[src/rtl/spi_seq_pkg.sv]
package spi_seq_pkg;

  typedef enum logic [2:0] {
    SEG_CMD   = 3'd0,
    SEG_ADDR  = 3'd1,
    SEG_DUMMY = 3'd2,
    SEG_TX    = 3'd3,
    SEG_RX    = 3'd4,
    SEG_NONE  = 3'd5
  } seg_e;

  // First enabled segment whose position is at or after 'from'.
  function automatic seg_e first_seg(input logic [4:0] en, input int from);
    seg_e s;
    s = SEG_NONE;
    for (int k = 4; k >= 0; k--) begin
      if (en[k] && (k >= from)) s = seg_e'(3'(k));
    end
    return s;
  endfunction

endpackage

[src/rtl/spi_seq_clkgen.sv]
module spi_seq_clkgen #(
  parameter int DIV_W = 8
) (
  input  logic             clk,
  input  logic             rst_n,
  input  logic             run,
  input  logic [DIV_W-1:0] div,
  output logic             tick
);

  logic [DIV_W-1:0] cnt_q, cnt_d;

  assign tick = run && (cnt_q == div);

  always_comb begin
    cnt_d = cnt_q;
    if (!run || tick) cnt_d = '0;
    else              cnt_d = cnt_q + 1'b1;
  end

  always_ff @(posedge clk or negedge rst_n) begin
    if (!rst_n) cnt_q <= '0;
    else        cnt_q <= cnt_d;
  end

  assert_cnt_range_R10: assert property (@(posedge clk) disable iff (!rst_n)
    run |-> (cnt_q <= div));

endmodule

[src/rtl/spi_seq_rxpack.sv]
module spi_seq_rxpack #(
  parameter int BIT_W  = 9,
  parameter int WORD_W = 32,
  localparam int WBIT_W = $clog2(WORD_W),
  localparam int WIDX_W = BIT_W - WBIT_W
) (
  input  logic              clk,
  input  logic              rst_n,
  input  logic              sample,
  input  logic              miso,
  input  logic [BIT_W-1:0]  bit_idx,
  input  logic              last,
  output logic              wr_en,
  output logic [WIDX_W-1:0] wr_idx,
  output logic [WORD_W-1:0] wr_word
);

  logic [WORD_W-1:0] sh_q, sh_d, sh_next;
  logic              wr_q, wr_d;
  logic [WIDX_W-1:0] idx_q, idx_d;
  logic [WORD_W-1:0] word_q, word_d;
  logic              word_start, word_end;

  assign word_start = (bit_idx[WBIT_W-1:0] == '0);
  assign word_end   = (&bit_idx[WBIT_W-1:0]) || last;
  assign sh_next    = word_start ? {{(WORD_W-1){1'b0}}, miso}
                                 : {sh_q[WORD_W-2:0], miso};

  always_comb begin
    sh_d   = sh_q;
    wr_d   = 1'b0;
    idx_d  = idx_q;
    word_d = word_q;
    if (sample) begin
      sh_d = sh_next;
      if (word_end) begin
        wr_d   = 1'b1;
        word_d = sh_next;
        idx_d  = bit_idx[BIT_W-1:WBIT_W];
      end
    end
  end

  always_ff @(posedge clk or negedge rst_n) begin
    if (!rst_n) begin
      sh_q   <= '0;
      wr_q   <= 1'b0;
      idx_q  <= '0;
      word_q <= '0;
    end else begin
      sh_q   <= sh_d;
      wr_q   <= wr_d;
      idx_q  <= idx_d;
      word_q <= word_d;
    end
  end

  assign wr_en   = wr_q;
  assign wr_idx  = idx_q;
  assign wr_word = word_q;

  assert_rx_strobe_spacing_R6: assert property (@(posedge clk) disable iff (!rst_n)
    wr_q |=> !wr_q);

endmodule

[src/rtl/spi_seq_ctrl.sv]
module spi_seq_ctrl
  import spi_seq_pkg::*;
#(
  parameter int CMD_MAX   = 16,
  parameter int ADDR_MAX  = 32,
  parameter int DUMMY_MAX = 256,
  parameter int DATA_MAX  = 512,
  parameter int WORD_W    = 32,
  parameter int DIV_W     = 8,
  localparam int CMD_LW   = $clog2(CMD_MAX),
  localparam int ADDR_LW  = $clog2(ADDR_MAX),
  localparam int DUMMY_LW = $clog2(DUMMY_MAX),
  localparam int DATA_LW  = $clog2(DATA_MAX),
  localparam int BIT_W    = DATA_LW,
  localparam int WBIT_W   = $clog2(WORD_W),
  localparam int WIDX_W   = BIT_W - WBIT_W
) (
  input  logic                clk,
  input  logic                rst_n,
  input  logic                start,
  input  logic                cmd_en,
  input  logic [CMD_LW-1:0]   cmd_len_m1,
  input  logic [CMD_MAX-1:0]  cmd_val,
  input  logic                addr_en,
  input  logic [ADDR_LW-1:0]  addr_len_m1,
  input  logic [ADDR_MAX-1:0] addr_val,
  input  logic                dummy_en,
  input  logic [DUMMY_LW-1:0] dummy_len_m1,
  input  logic                tx_en,
  input  logic [DATA_LW-1:0]  tx_len_m1,
  input  logic                rx_en,
  input  logic [DATA_LW-1:0]  rx_len_m1,
  input  logic                full_duplex,
  input  logic [DIV_W-1:0]    clk_div,
  input  logic                cpol,
  input  logic                cpha,
  input  logic                tick,
  input  logic [WORD_W-1:0]   tx_word,
  output logic [DIV_W-1:0]    div_o,
  output logic                run_o,
  output logic                done_o,
  output logic                cs_n_o,
  output logic                sclk_o,
  output logic                mosi_o,
  output logic [WIDX_W-1:0]   tx_idx_o,
  output logic                sample_o,
  output logic [BIT_W-1:0]    rx_bit_o,
  output logic                rx_last_o
);

  // Captured settings
  logic [CMD_LW-1:0]   cmd_len_q;
  logic [CMD_MAX-1:0]  cmd_val_q;
  logic [ADDR_LW-1:0]  addr_len_q;
  logic [ADDR_MAX-1:0] addr_val_q;
  logic [DUMMY_LW-1:0] dummy_len_q;
  logic [DATA_LW-1:0]  tx_len_q, rx_len_q;
  logic [4:0]          en_q;
  logic                fd_q, cpol_q, cpha_q;
  logic [DIV_W-1:0]    div_q;

  // Sequencing state
  logic             run_q, run_d;
  seg_e             seg_q, seg_d;
  logic [BIT_W-1:0] bit_q, bit_d;
  logic             half_q, half_d;
  logic             done_q, done_d;

  logic             fd_in, capture;
  logic [4:0]       en_in;
  seg_e             seg_first, seg_next;
  logic [BIT_W-1:0] seg_len;
  logic [CMD_LW-1:0]  cmd_pos;
  logic [ADDR_LW-1:0] addr_pos;

  assign capture   = start && !run_q;
  assign fd_in     = full_duplex && tx_en && rx_en;
  assign en_in     = {rx_en && !fd_in, tx_en, dummy_en, addr_en, cmd_en};
  assign seg_first = first_seg(en_in, 0);
  assign seg_next  = first_seg(en_q, int'(seg_q) + 1);

  always_comb begin
    case (seg_q)
      SEG_CMD:   seg_len = BIT_W'(cmd_len_q);
      SEG_ADDR:  seg_len = BIT_W'(addr_len_q);
      SEG_DUMMY: seg_len = BIT_W'(dummy_len_q);
      SEG_TX:    seg_len = BIT_W'(tx_len_q);
      SEG_RX:    seg_len = BIT_W'(rx_len_q);
      default:   seg_len = '0;
    endcase
  end

  // Settings register, clock-enabled by an accepted start
  always_ff @(posedge clk or negedge rst_n) begin
    if (!rst_n) begin
      cmd_len_q   <= '0;
      cmd_val_q   <= '0;
      addr_len_q  <= '0;
      addr_val_q  <= '0;
      dummy_len_q <= '0;
      tx_len_q    <= '0;
      rx_len_q    <= '0;
      en_q        <= '0;
      fd_q        <= 1'b0;
      cpol_q      <= 1'b0;
      cpha_q      <= 1'b0;
      div_q       <= '0;
    end else if (capture) begin
      cmd_len_q   <= cmd_len_m1;
      cmd_val_q   <= cmd_val;
      addr_len_q  <= addr_len_m1;
      addr_val_q  <= addr_val;
      dummy_len_q <= dummy_len_m1;
      tx_len_q    <= tx_len_m1;
      rx_len_q    <= rx_len_m1;
      en_q        <= en_in;
      fd_q        <= fd_in;
      cpol_q      <= cpol;
      cpha_q      <= cpha;
      div_q       <= clk_div;
    end
  end

  // Next-state logic
  always_comb begin
    run_d  = run_q;
    seg_d  = seg_q;
    bit_d  = bit_q;
    half_d = half_q;
    done_d = 1'b0;
    if (!run_q) begin
      if (start) begin
        if (seg_first == SEG_NONE) begin
          done_d = 1'b1;
        end else begin
          run_d  = 1'b1;
          seg_d  = seg_first;
          bit_d  = '0;
          half_d = 1'b0;
        end
      end
    end else if (tick) begin
      if (!half_q) begin
        half_d = 1'b1;
      end else begin
        half_d = 1'b0;
        if (bit_q == seg_len) begin
          bit_d = '0;
          seg_d = seg_next;
          if (seg_next == SEG_NONE) begin
            run_d  = 1'b0;
            done_d = 1'b1;
          end
        end else begin
          bit_d = bit_q + 1'b1;
        end
      end
    end
  end

  always_ff @(posedge clk or negedge rst_n) begin
    if (!rst_n) begin
      run_q  <= 1'b0;
      seg_q  <= SEG_NONE;
      bit_q  <= '0;
      half_q <= 1'b0;
      done_q <= 1'b0;
    end else begin
      run_q  <= run_d;
      seg_q  <= seg_d;
      bit_q  <= bit_d;
      half_q <= half_d;
      done_q <= done_d;
    end
  end

  // Serial outputs
  assign cmd_pos  = cmd_len_q - bit_q[CMD_LW-1:0];
  assign addr_pos = addr_len_q - bit_q[ADDR_LW-1:0];

  always_comb begin
    case (seg_q)
      SEG_CMD:  mosi_o = run_q && cmd_val_q[cmd_pos];
      SEG_ADDR: mosi_o = run_q && addr_val_q[addr_pos];
      SEG_TX:   mosi_o = run_q && tx_word[~bit_q[WBIT_W-1:0]];
      default:  mosi_o = 1'b0;
    endcase
  end

  assign sclk_o    = run_q ? (cpol_q ^ (cpha_q ? !half_q : half_q)) : cpol;
  assign cs_n_o    = !run_q;
  assign run_o     = run_q;
  assign done_o    = done_q;
  assign div_o     = div_q;
  assign tx_idx_o  = bit_q[BIT_W-1:WBIT_W];
  assign sample_o  = run_q && tick && !half_q &&
                     ((seg_q == SEG_RX) || ((seg_q == SEG_TX) && fd_q));
  assign rx_bit_o  = bit_q;
  assign rx_last_o = (bit_q == seg_len);

  assert_seg_order_R1: assert property (@(posedge clk) disable iff (!rst_n)
    (run_q && $past(run_q)) |-> (3'(seg_q) >= 3'($past(seg_q))));

  assert_bit_in_len_R5: assert property (@(posedge clk) disable iff (!rst_n)
    run_q |-> (bit_q <= seg_len));

  assert_start_ignored_R11: assert property (@(posedge clk) disable iff (!rst_n)
    (run_q && start) |=> ($stable(cmd_val_q) && $stable(addr_val_q) &&
                          $stable(en_q) && $stable(tx_len_q)));

  assert_end_gives_done_R11: assert property (@(posedge clk) disable iff (!rst_n)
    $fell(run_q) |-> done_q);

endmodule

[src/rtl/spi_phase_master.sv]
module spi_phase_master #(
  parameter int CMD_MAX   = 16,
  parameter int ADDR_MAX  = 32,
  parameter int DUMMY_MAX = 256,
  parameter int DATA_MAX  = 512,
  parameter int WORD_W    = 32,
  parameter int DIV_W     = 8,
  localparam int CMD_LW   = $clog2(CMD_MAX),
  localparam int ADDR_LW  = $clog2(ADDR_MAX),
  localparam int DUMMY_LW = $clog2(DUMMY_MAX),
  localparam int DATA_LW  = $clog2(DATA_MAX),
  localparam int WIDX_W   = DATA_LW - $clog2(WORD_W)
) (
  input  logic                clk,
  input  logic                rst_n,
  input  logic                start,
  output logic                busy,
  output logic                done,
  input  logic                cmd_en,
  input  logic [CMD_LW-1:0]   cmd_len_m1,
  input  logic [CMD_MAX-1:0]  cmd_val,
  input  logic                addr_en,
  input  logic [ADDR_LW-1:0]  addr_len_m1,
  input  logic [ADDR_MAX-1:0] addr_val,
  input  logic                dummy_en,
  input  logic [DUMMY_LW-1:0] dummy_len_m1,
  input  logic                tx_en,
  input  logic [DATA_LW-1:0]  tx_len_m1,
  input  logic                rx_en,
  input  logic [DATA_LW-1:0]  rx_len_m1,
  input  logic                full_duplex,
  input  logic [DIV_W-1:0]    clk_div,
  input  logic                cpol,
  input  logic                cpha,
  output logic [WIDX_W-1:0]   tx_word_idx,
  input  logic [WORD_W-1:0]   tx_word,
  output logic                rx_wr_en,
  output logic [WIDX_W-1:0]   rx_word_idx,
  output logic [WORD_W-1:0]   rx_word,
  output logic                sclk,
  output logic                cs_n,
  output logic                mosi,
  input  logic                miso
);

  logic [1:0]         rst_sync_q;
  logic               rst_n_int;
  logic               run, tick, sample, rx_last;
  logic [DIV_W-1:0]   div_lat;
  logic [DATA_LW-1:0] rx_bit;

  // Asynchronous assertion, synchronous release
  always_ff @(posedge clk or negedge rst_n) begin
    if (!rst_n) rst_sync_q <= 2'b00;
    else        rst_sync_q <= {rst_sync_q[0], 1'b1};
  end
  assign rst_n_int = rst_sync_q[1];

  spi_seq_clkgen #(.DIV_W(DIV_W)) u_clkgen (
    .clk   (clk),
    .rst_n (rst_n_int),
    .run   (run),
    .div   (div_lat),
    .tick  (tick)
  );

  spi_seq_ctrl #(
    .CMD_MAX   (CMD_MAX),
    .ADDR_MAX  (ADDR_MAX),
    .DUMMY_MAX (DUMMY_MAX),
    .DATA_MAX  (DATA_MAX),
    .WORD_W    (WORD_W),
    .DIV_W     (DIV_W)
  ) u_ctrl (
    .clk          (clk),
    .rst_n        (rst_n_int),
    .start        (start),
    .cmd_en       (cmd_en),
    .cmd_len_m1   (cmd_len_m1),
    .cmd_val      (cmd_val),
    .addr_en      (addr_en),
    .addr_len_m1  (addr_len_m1),
    .addr_val     (addr_val),
    .dummy_en     (dummy_en),
    .dummy_len_m1 (dummy_len_m1),
    .tx_en        (tx_en),
    .tx_len_m1    (tx_len_m1),
    .rx_en        (rx_en),
    .rx_len_m1    (rx_len_m1),
    .full_duplex  (full_duplex),
    .clk_div      (clk_div),
    .cpol         (cpol),
    .cpha         (cpha),
    .tick         (tick),
    .tx_word      (tx_word),
    .div_o        (div_lat),
    .run_o        (run),
    .done_o       (done),
    .cs_n_o       (cs_n),
    .sclk_o       (sclk),
    .mosi_o       (mosi),
    .tx_idx_o     (tx_word_idx),
    .sample_o     (sample),
    .rx_bit_o     (rx_bit),
    .rx_last_o    (rx_last)
  );

  spi_seq_rxpack #(.BIT_W(DATA_LW), .WORD_W(WORD_W)) u_rxpack (
    .clk     (clk),
    .rst_n   (rst_n_int),
    .sample  (sample),
    .miso    (miso),
    .bit_idx (rx_bit),
    .last    (rx_last),
    .wr_en   (rx_wr_en),
    .wr_idx  (rx_word_idx),
    .wr_word (rx_word)
  );

  assign busy = run;

  assert_sclk_moves_on_tick_R10: assert property (@(posedge clk) disable iff (!rst_n_int)
    (run && $past(run) && !$past(tick)) |-> $stable(sclk));

  assert_cs_release_with_done_R8: assert property (@(posedge clk) disable iff (!rst_n_int)
    $rose(cs_n) |-> done);

endmodule

[config.mk]
export PLATFORM = sky130hd
export DESIGN_NAME = spi_phase_master
export DESIGN_NICKNAME = d
export VERILOG_FILES = /design/src/rtl/spi_seq_pkg.sv /design/src/rtl/spi_seq_clkgen.sv /design/src/rtl/spi_seq_rxpack.sv /design/src/rtl/spi_seq_ctrl.sv /design/src/rtl/spi_phase_master.sv
export SDC_FILE = /design/constraint.sdc
export NUM_CORES = 1
export LEC_CHECK = 0
export CAP_MARGIN = 20
export CORE_MARGIN = 2
export CORE_UTILIZATION = 55
export DETAILED_ROUTE_END_ITERATION = 16
export MAX_ROUTING_LAYER = met4
export PLACE_DENSITY = 0.84
export REMOVE_ABC_BUFFERS = 1
export SYNTH_ARGS = -nofsm -noshare
export SYNTH_HDL_FRONTEND = slang
export SYNTH_SLANG_ARGS = --single-unit
[constraint.sdc]
create_clock -name clk -period 9.6 [get_ports clk]
set_input_delay 1.44 -clock clk [delete_from_list [all_inputs] [get_ports clk]]
set_output_delay 1.44 -clock clk [all_outputs]
set_load 0.01 [all_outputs]
**Yosys cells after proc, flatten, opt, wreduce, memory -nomap -nowiden**

Cells that the tools add are included.
Widths: inputs -> output; s select.

- Register bits after elaboration: 192
- Input bits: 135
- Output and inout bits: 46

- Add/sub/neg operators: 5
- $lt $le $gt $ge: 8
- Equality and inequality tests: 12
- Mux-type cells: 55
- Bitwise operators: 2
- Reductions and logical operators: 31

Operators by type and width:

| operator | count |
|---|---|
| $ge 3x32->1 const A | 2 |
| $mux 9 | 6 |
| $pmux 9 s5 | 1 |
| $mux 3 | 14 |
| $ge 1x32->1 const A | 1 |
| $ge 2x32->1 const A | 1 |
| $ge 4x32->1 const A | 1 |
| $mux 32 | 1 |
| $mux 1 | 28 |
| $logic_and 1x1->1 | 17 |
| $lt 5x6->1 const B | 2 |
| $bmux 1 s5 | 2 |
| $reduce_and 5->1 | 2 |
| $add 9x1->9 const B | 1 |
| $eq 3x3->1 const B | 3 |
| $eq 9x9->1 | 1 |
| $add 8x1->8 const B | 1 |
| $eq 8x8->1 | 1 |
| $mux 8 | 1 |
| $eq 3x2->1 const B | 2 |
| $ne 2x2->1 const B | 3 |
| $logic_not 5->1 | 1 |
| $lt 4x5->1 const B | 1 |
| $not 5->5 | 1 |
| other kinds (15) | 19 |

**Logic depth before layout (Yosys ltp)**

Gate-level depths: netlist of the first run.

- Word-level depth: 14
- Mapped depth: 12

**By module**

A second synthesis of the first run with hierarchy kept.

- Cell total of the unflattened synthesis: 965
- Area total of the unflattened synthesis: 9,525.4 µm²

Modules (own cells, without submodules):

| module | instances | cells each | area an instance (µm²) | seq. area each (µm²) |
|---|---|---|---|---|
| spi_seq_ctrl | 1 | 684 | 6,102.1 | 2,855.2 |
| spi_seq_rxpack | 1 | 232 | 2,869.0 | 1,701.6 |
| spi_seq_clkgen | 1 | 46 | 500.5 | 200.2 |
| spi_phase_master | 1 | 3 | 53.8 | 50.0 |

**Least setup slack after synthesis of the first run**

Ideal clock, no wire load.

- Kind: reg-to-output
- From: register u_ctrl.bit_q[1], in the netlist u_ctrl.rx_bit_o[1]
- To: output port mosi
- Arrival time: 2.705 ns
- Slack: 5.455 ns
- Cell stages (with the launch flop): 10
- Path through: dfrtp_1 buf_2 inv_1 fa_1 clkbuf_1 mux4_2 and3_1 a211oi_1 o41a_1 a211oi_1

- Cells in the longest elaborated chain, start to end: 5
- Elaborated cells on any way between the ends: 13
- Those cells by class: add/sub: 2; mux: 7; bitwise: 1; reduce/logical: 3

Ends and longest elaborated chain:

| element | line | RTL |
|---|---|---|
| start: declaration | spi_seq_ctrl.sv:65 | `logic [BIT_W-1:0] bit_q, bit_d;` |
| start signal: assignment | spi_seq_ctrl.sv:171 | `bit_q <= bit_d;` |
| $sub 5x5->5, or another cell as far along | spi_seq_ctrl.sv:179 | `assign addr_pos = addr_len_q - bit_q[ADDR_LW-1:0];` |
| $bmux 1 s5, or another cell as far along | spi_seq_ctrl.sv:184 | `SEG_ADDR: mosi_o = run_q && addr_val_q[addr_pos];` |
| $mux 1, on equally long branches | spi_seq_ctrl.sv:184, spi_seq_ctrl.sv:183, spi_seq_ctrl.sv:185 |  |
| $logic_and 1x1->1, on equally long branches | spi_seq_ctrl.sv:184, spi_seq_ctrl.sv:183, spi_seq_ctrl.sv:185 |  |
| $pmux 1 s3 * | spi_seq_ctrl.sv:182 | `case (seg_q)` |
| end: declaration | spi_phase_master.sv:42 | `output logic mosi,` |

Mark *: on every way between the ends. The rest lies on a longest branch, timed or not. The select of a mux whose other input is x is not followed.

**Worst setup path in the final report of the first run**

Ends and elaborated chain as after synthesis.

==> flow_summary_export.csv, run 1 <==
group,metric,value,unit
outcome,status,"complete, no violations",
setup_path,cp_data_required_time,8160,ps
die,die_h,136,um
yosys,avgSynthCellArea,10.4,um^2
sta,timing.fmax,0.179,GHz
power_and_ir_drop,p_per_area,223,nW/um^2
sta,relSlewSlack,0.285,
hold_path,min_path_type,"reg -> async",
clocking,numCtsBuffers,17,
sta,hold_violations,0,
yosys,ys_seq_area_frac,0.502,
clocking,tritoncts,"done",
sta,maxSlewViolCount,0,
layout,nets,1227,
clocking,cts.clk_slew.worst_paths,70,ps
clocking,cts_hold_buf,0,
sta,rsz0062_at_grt,"false",
setup_path,arrival,4160,ps
layout,drive_above_1_share,0.131,
die,die_w,136,um
power_and_ir_drop,leakage,5.77,nW
sta,setup_tns,0,ps
grt,grt_max_degree,101,
sta,post-route-period-util,0.583,
grt,grt_overflow_total,0,
layout,area.growth.synth_to_final,26.0,%
sta,finalSetupViolations,0,
job,max-cap-violations,0,
setup_path,r2r_start,"u_ctrl.seg_q[2]$_DFFE_PN1P_",
die,die_area,18500,um^2
setup_path,end_kind,"primary output",
grt,antenna_found_initial,1,
clocking,cts_root_buffer,"clkbuf_16",
sta,clock_skew,9.54,ps
placed_design,place_area,11400,um^2
drt,drc,0,
grt,grt_pass1_wl,36700,um
drt,wl_per_cell,17.4,um
drt,antenna_left,0,
yosys,ys.flop_type,"dfrtp_1",
setup_path,reg2reg_depth,10,
yosys,yosysTopAreaCell,"dfrtp_1",
setup_path,critPathMaxFanout,12,
drt,totalWireLength,22700,um
drt,drtPass1Iterations,7,
clocking,clockBufferDepth,2,
clocking,cts_resized,0,
yosys,synthArstFlopShare,1.00,
yosys,synth_top_cell_area_share,0.497,
clocking,htree_levels,4,
yosys,postSynthCellCount,919,
sta,worst_pin_slew,1070,ps
yosys,synth_area_leaders,"dfrtp_1 (50%), nand2_1 (12%), mux2_2 (4.6%)",
drt,dr.first_iter.drc_count,542,
grt,grt_pass1_vias,7173,
yosys,synth_edf_count,0,
placed_design,gp_congestion,0.873,
setup_path,criticalPathCategory,"reg -> out",
placed_design,place_hpwl,15700,um
yosys,yosysWarningCount,0,
power_and_ir_drop,ir_drop,132,uV
yosys,netlist_area,9580,um^2
clocking,post_cts_buffers,0,
die,floorplan.initialDensity,0.557,
die,io-pin-count,181,
yosys,ys_ff_latch,192,
die,core-area,17200,um^2
layout,fill_cells,1288,
setup_path,r2r-end,"u_rxpack.wr_word[2]$_DFFE_PN0P_",
placed_design,port_buffers,180,
clocking,insertion_delay,430,ps
setup_path,startpoint_type,"flip-flop",
sta,fin_crit,5600,ps
drt,vias,7225,
grt,grt_usage,0.265,
clocking,clock-sinks,192,
die,rows,48,
drt,detail_route.vias_per_cell,5.52,
setup_path,rrSetupSlack,5920,ps
yosys,yosysUniqueCellTypes,63,
layout,design_area,12100,um^2
setup_path,startpoint,"u_ctrl.rx_bit_o[1]$_DFFE_PN0P_",
-- through the flow --
| step | utilization | total power, mW | setup WS (ps) | hold slack (ps) | cells |
|---|---|---|---|---|---|
| 2_1_floorplan | - | 1.71 | 3860 | 331 | 863 |
| 3_3_place_gp | 0.667 | 1.93 | 4100 | 335 | 1276 |
| 3_5_place_dp | 0.667 | 1.97 | 4110 | 351 | 1276 |
| 4_1_cts | 0.701 | 2.70 | 3990 | 358 | 1308 |
| 5_1_grt | 0.703 | 2.84 | 3840 | 382 | 1310 |
| 6_report | 0.703 | 2.69 | 4000 | 334 | 1310 |
-- state kept, by name (all words and copies together) (netlist names) --
name	cells
u_ctrl.addr_len_q	5
u_ctrl.rx_bit_o	9
u_ctrl.half_q	1
u_ctrl.cmd_len_q	4
u_rxpack.sh_q	31
u_ctrl.cpha_q	1
u_ctrl.cmd_val_q	16
u_clkgen.cnt_q	8
u_rxpack.wr_word	32
u_ctrl.tx_len_q	9
u_ctrl.dummy_len_q	8
u_ctrl.en_q	5
rst_sync_q	2
u_rxpack.wr_en	1
u_ctrl.rx_len_q	9
u_ctrl.done_o	1
u_ctrl.cpol_q	1
u_ctrl.fd_q	1
u_ctrl.run_o	1
u_ctrl.addr_val_q	32
u_rxpack.wr_idx	4
u_ctrl.div_o	8
u_ctrl.seg_q	3
-- layout by cell type (no fill, tap or decap), drive strengths merged, types with 19 or more instances in the layout --
cell | Yosys | final
nand2 | 304 | 304
dfrtp | 190 | 190
clkdlybuf4s50 | 0 | 180
mux2 | 68 | 68
nor2b | 36 | 36
clkbuf | 34 | 24
nor2 | 20 | 20
mux4 | 19 | 19
ha | 19 | 19
-- how the worst max path moves through the flow --
stage | end | slack, ps
final | mosi | 4000
after global routing | mosi | 3840
after CTS | mosi | 3990
after detailed placement | mosi | 4110
after global placement | mosi | 4100
after floorplan | u_clkgen.cnt_q[0]$_DFF_PN0_ | 3860
-- kinds of logic after synthesis --
kind of cell | Yosys count | synth area share
buffers and inverters | 73 | 0.0375
other | 1 | 0.000392
XOR/XNOR | 30 | 0.0282
AO/OA/AOI/OAI | 90 | 0.0690
AND/OR/NAND/NOR | 418 | 0.191
multiplexers | 94 | 0.143
flip-flops | 192 | 0.502
adder cells (fa/ha/maj) | 21 | 0.0290
-- Yosys cell counts (all sizes together), types with 3 or more instances --
| cell type | instances |
|---|---|
| nand2 | 304 |
| dfrtp | 190 |
| mux2 | 68 |
| nor2b | 36 |
| clkbuf | 34 |
| buf | 22 |
| nor2 | 20 |
| ha | 19 |
| mux4 | 19 |
| a21oi | 18 |
| nand3 | 18 |
| xor2 | 16 |
| inv | 15 |
| o21ai | 14 |
| xnor2 | 14 |
| and3 | 8 |
| nor3 | 8 |
| a21o | 7 |
| mux2i | 7 |
| a22oi | 5 |
| a32oi | 5 |
| a211oi | 4 |
| a21boi | 4 |
| a22o | 4 |
| a31oi | 4 |
| nand2b | 4 |
| nor4 | 4 |
| o211ai | 4 |
| a221o | 3 |
| a32o | 3 |
| nand3b | 3 |
| nand4 | 3 |
| or4 | 3 |
-- critical path: stages, from the launching register on --
cell and delay (ps):
dfrtp_1 750, inv_1 340, fa_1 870, mux4_2 280, and3_1 170, a211oi_1 50, o41a_1 410, a211oi_1 280
clkdlybuf4s50_1 590
-- report_power, final --
| part | switching [mW] | total, mW | internal [mW] |
|---|---|---|---|
| clock | 0.304 | 0.717 | 0.413 |
| sequential | 0.148 | 1.13 | 0.983 |
| combinational | 0.416 | 0.844 | 0.428 |
| total | 0.868 | 2.69 | 1.82 |
-- per-layer routing --
| metal | vias up | routed length [um] | global-route usage |
|---|---|---|---|
| met5 | - | 0 | - |
| met4 | 0 | 490 | 0.0833 |
| met3 | 35 | 1070 | 0.0418 |
| met2 | 251 | 11100 | 0.426 |
| met1 | 3524 | 10100 | 0.348 |
| li1 | 3415 | - | - |
-- area by class of cell --
cell class	count	area, um^2	share of cell area
Inverter	17	63.8	0.00529
Tap cell	225	282	0.0233
Timing Repair Buffer	189	1880	0.156
Clock inverter	8	105	0.00871
Antenna cell	1	2.50	0.000207
Multi-Input combinational cell	654	4430	0.367
Sequential cell	192	4810	0.399
Clock buffer	24	492	0.0407
(Power assumes the default switching activity.)
==> run 2, diff against run 1 <==
CORE_UTILIZATION = 48   (was 55)
PLACE_DENSITY = 0.77   (was 0.84)
clock period = 4.65 ns   (was 9.6 ns; I/O delays follow)
==> run 2 against run 1 <==
Against the previous run:
- setup slack lost 3800 ps
- clock skew grew 1.4 ps
- sequential share of layout area shrank 0.099 points
- register-to-register slack lost 4900 ps
- core utilization shrank 8.3 points
- first-iteration DRC count shrank 3.3%
- critical path depth grew 1
- clock power grew 95%
==> flow_summary_export.csv, run 2 (synthesis gave the netlist of run 1 again) <==
group,metric,value,unit
outcome,status,"complete, no violations",
drt,totalWireLength,22100,um
setup_path,r2r_start,"u_ctrl.seg_q[2]$_DFFE_PN1P_",
layout,nets,1230,
layout,design_area,12100,um^2
drt,met3_length,1190,um
grt,grt_usage,0.223,
power_and_ir_drop,clockPowerShare,0.257,
die,die_area,21100,um^2
clocking,post_cts_buffers,0,
clocking,cts.clk_slew.worst_paths,70,ps
clocking,htree_levels,4,
setup_path,startpoint_type,"flip-flop",
sta,hold_violations,0,
drt,wl_per_cell,16.3,um
sta,fin_crit,4420,ps
die,io-pin-count,181,
placed_design,placed_cells,1320,
placed_design,place_area,11500,um^2
clocking,numCtsBuffers,17,
grt,grt_max_degree,191,
layout,layout_commonest_cell,"nand2_1",
clocking,insertion_delay,430,ps
placed_design,place_hpwl,15300,um
clocking,cts_resized,0,
sta,worst_pin_slew,1130,ps
drt,detail_route.vias_per_cell,5.34,
drt,dr.first_iter.drc_count,524,
setup_path,rrSetupSlack,990,ps
setup_path,criticalPathCategory,"reg -> out",
die,die_h,145,um
power_and_ir_drop,p_sw_frac,0.320,
layout,utilization,0.620,
drt,drtPass1Iterations,6,
sta,finalSetupViolations,0,
grt,grt_overflow_total,0,
clocking,tritoncts,"done",
setup_path,reg2reg_depth,10,
power_and_ir_drop,power.switching,1.74,mW
hold_path,min_path_type,"reg -> reg",
sta,relSlewSlack,0.249,
drt,antenna_left,0,
setup_path,end_kind,"primary output",
layout,fin_cells,1353,
setup_path,critPathMaxFanout,8,
power_and_ir_drop,leakage,5.76,nW
hold_path,min_to,"rst_sync_q[1]$_DFF_PN0_",
power_and_ir_drop,ir_drop,262,uV
power_and_ir_drop,p_per_area,450,nW/um^2
clocking,clock-sinks,192,
sta,clock_skew,11.0,ps
clocking,clockBufferDepth,2,
sta,rsz0062_at_grt,"false",
setup_path,arrival,3720,ps
die,core-area,19500,um^2
grt,antenna_found_initial,1,
die,floorplan.initialDensity,0.490,
power_and_ir_drop,internal-power,3.71,mW
sta,setup_tns,0,ps
clocking,cts_root_buffer,"clkbuf_16",
power_and_ir_drop,comb_power_share,0.316,
drt,drc,0,
sta,timing.fmax,0.226,GHz
placed_design,gp_congestion,0.810,
drt,wl_met1,9860,um
drt,vias,7228,
layout,drive_above_1_share,0.132,
drt,top_layer,"met4",
hold_path,hold_start,"rst_sync_q[0]$_DFF_PN0_",
grt,grt_pass1_wl,36900,um
setup_path,cp_data_required_time,3950,ps
job,max-cap-violations,0,
die,rows,51,
clocking,cts_hold_buf,0,
power_and_ir_drop,power,5.45,mW
drt,routed-wl-met2,10800,um
layout,mostFrequentLayoutCells,"nand2_1 (304), dfrtp_1 (189), clkdlybuf4s50_1 (180)",
grt,grt_pass1_vias,7375,
power_and_ir_drop,seqPwrFrac,0.427,
hold_path,hold_depth,0,
die,die_w,145,um
sta,post-route-period-util,0.950,
sta,maxSlewViolCount,0,
setup_path,r2r-end,"u_rxpack.wr_idx[2]$_DFFE_PN0P_",
layout,area.growth.synth_to_final,26.4,%
placed_design,port_buffers,180,
[run 2: changes by cell type in the layout (fill, tap and decap cells not counted)]
cell	previous run	this run
clkbuf_8	4	0
inv_6	0	1
clkinv_2	2	6
buf_4	8	11
clkbuf_1	3	4
clkinvlp_4	0	2
clkinv_4	4	0
[run 2: layer usage]
| layer | vias up | GRT usage |
|---|---|---|
| met2 | 248 | 0.359 |
| met1 | 3548 | 0.293 |
| li1 | 3403 | - |
| met3 | 29 | 0.0412 |
| met5 | - | - |
| met4 | 0 | 0.0627 |
[run 2: worst max-delay path, cell delays in order (launching register included)]
cell and delay [ps]:
dfrtp_1 530, ha_1 200, inv_1 60, fa_1 700
mux4_2 250, and3_1 150, a211oi_1 50, o41a_1 410
a211oi_1 310, clkdlybuf4s50_1 620
[run 2: power by group through the flow]
stage	logic, mW	clock network (mW)	registers, mW
after floorplan	1.23	0	2.30
after global placement	1.66	0	2.33
after detailed placement	1.70	0	2.35
after CTS	1.73	1.43	2.32
after global routing	1.92	1.51	2.37
final	1.72	1.40	2.33
[run 2: how the worst max path moves through the flow]
stage / startpoint / end / slack (ps) / cells past startpoint
2_1_floorplan: rst_sync_q[1]$_DFF_PN0_ / u_clkgen.cnt_q[0]$_DFF_PN0_ / -1090 / 0
3_3_place_gp: tx_word[23] / mosi / 690 / 8
3_5_place_dp: tx_word[23] / mosi / 640 / 8
4_1_cts: u_ctrl.rx_bit_o[0]$_DFFE_PN0P_ / mosi / 220 / 9
5_1_grt: u_ctrl.rx_bit_o[0]$_DFFE_PN0P_ / mosi / 100 / 9
6_report: u_ctrl.rx_bit_o[0]$_DFFE_PN0P_ / mosi / 230 / 9
[run 2: layout make-up]
cell class | instances | area, um^2
fill | 1668 | 7430
multi-input combinational | 654 | 4430
sequential | 192 | 4810
antenna | 1 | 2.50
timing repair buffer | 192 | 1900
inverter | 17 | 63.8
clock inverter | 11 | 114
clock buffer | 21 | 440
tap | 265 | 332
[run 2: per-stage QoR]
step           hold slack [ps]  setup WS, ps
3_3_place_gp               338           693
3_5_place_dp               342           637
5_1_grt                    371           101
4_1_cts                    358           221
2_1_floorplan              331         -1090
6_report                   356           233
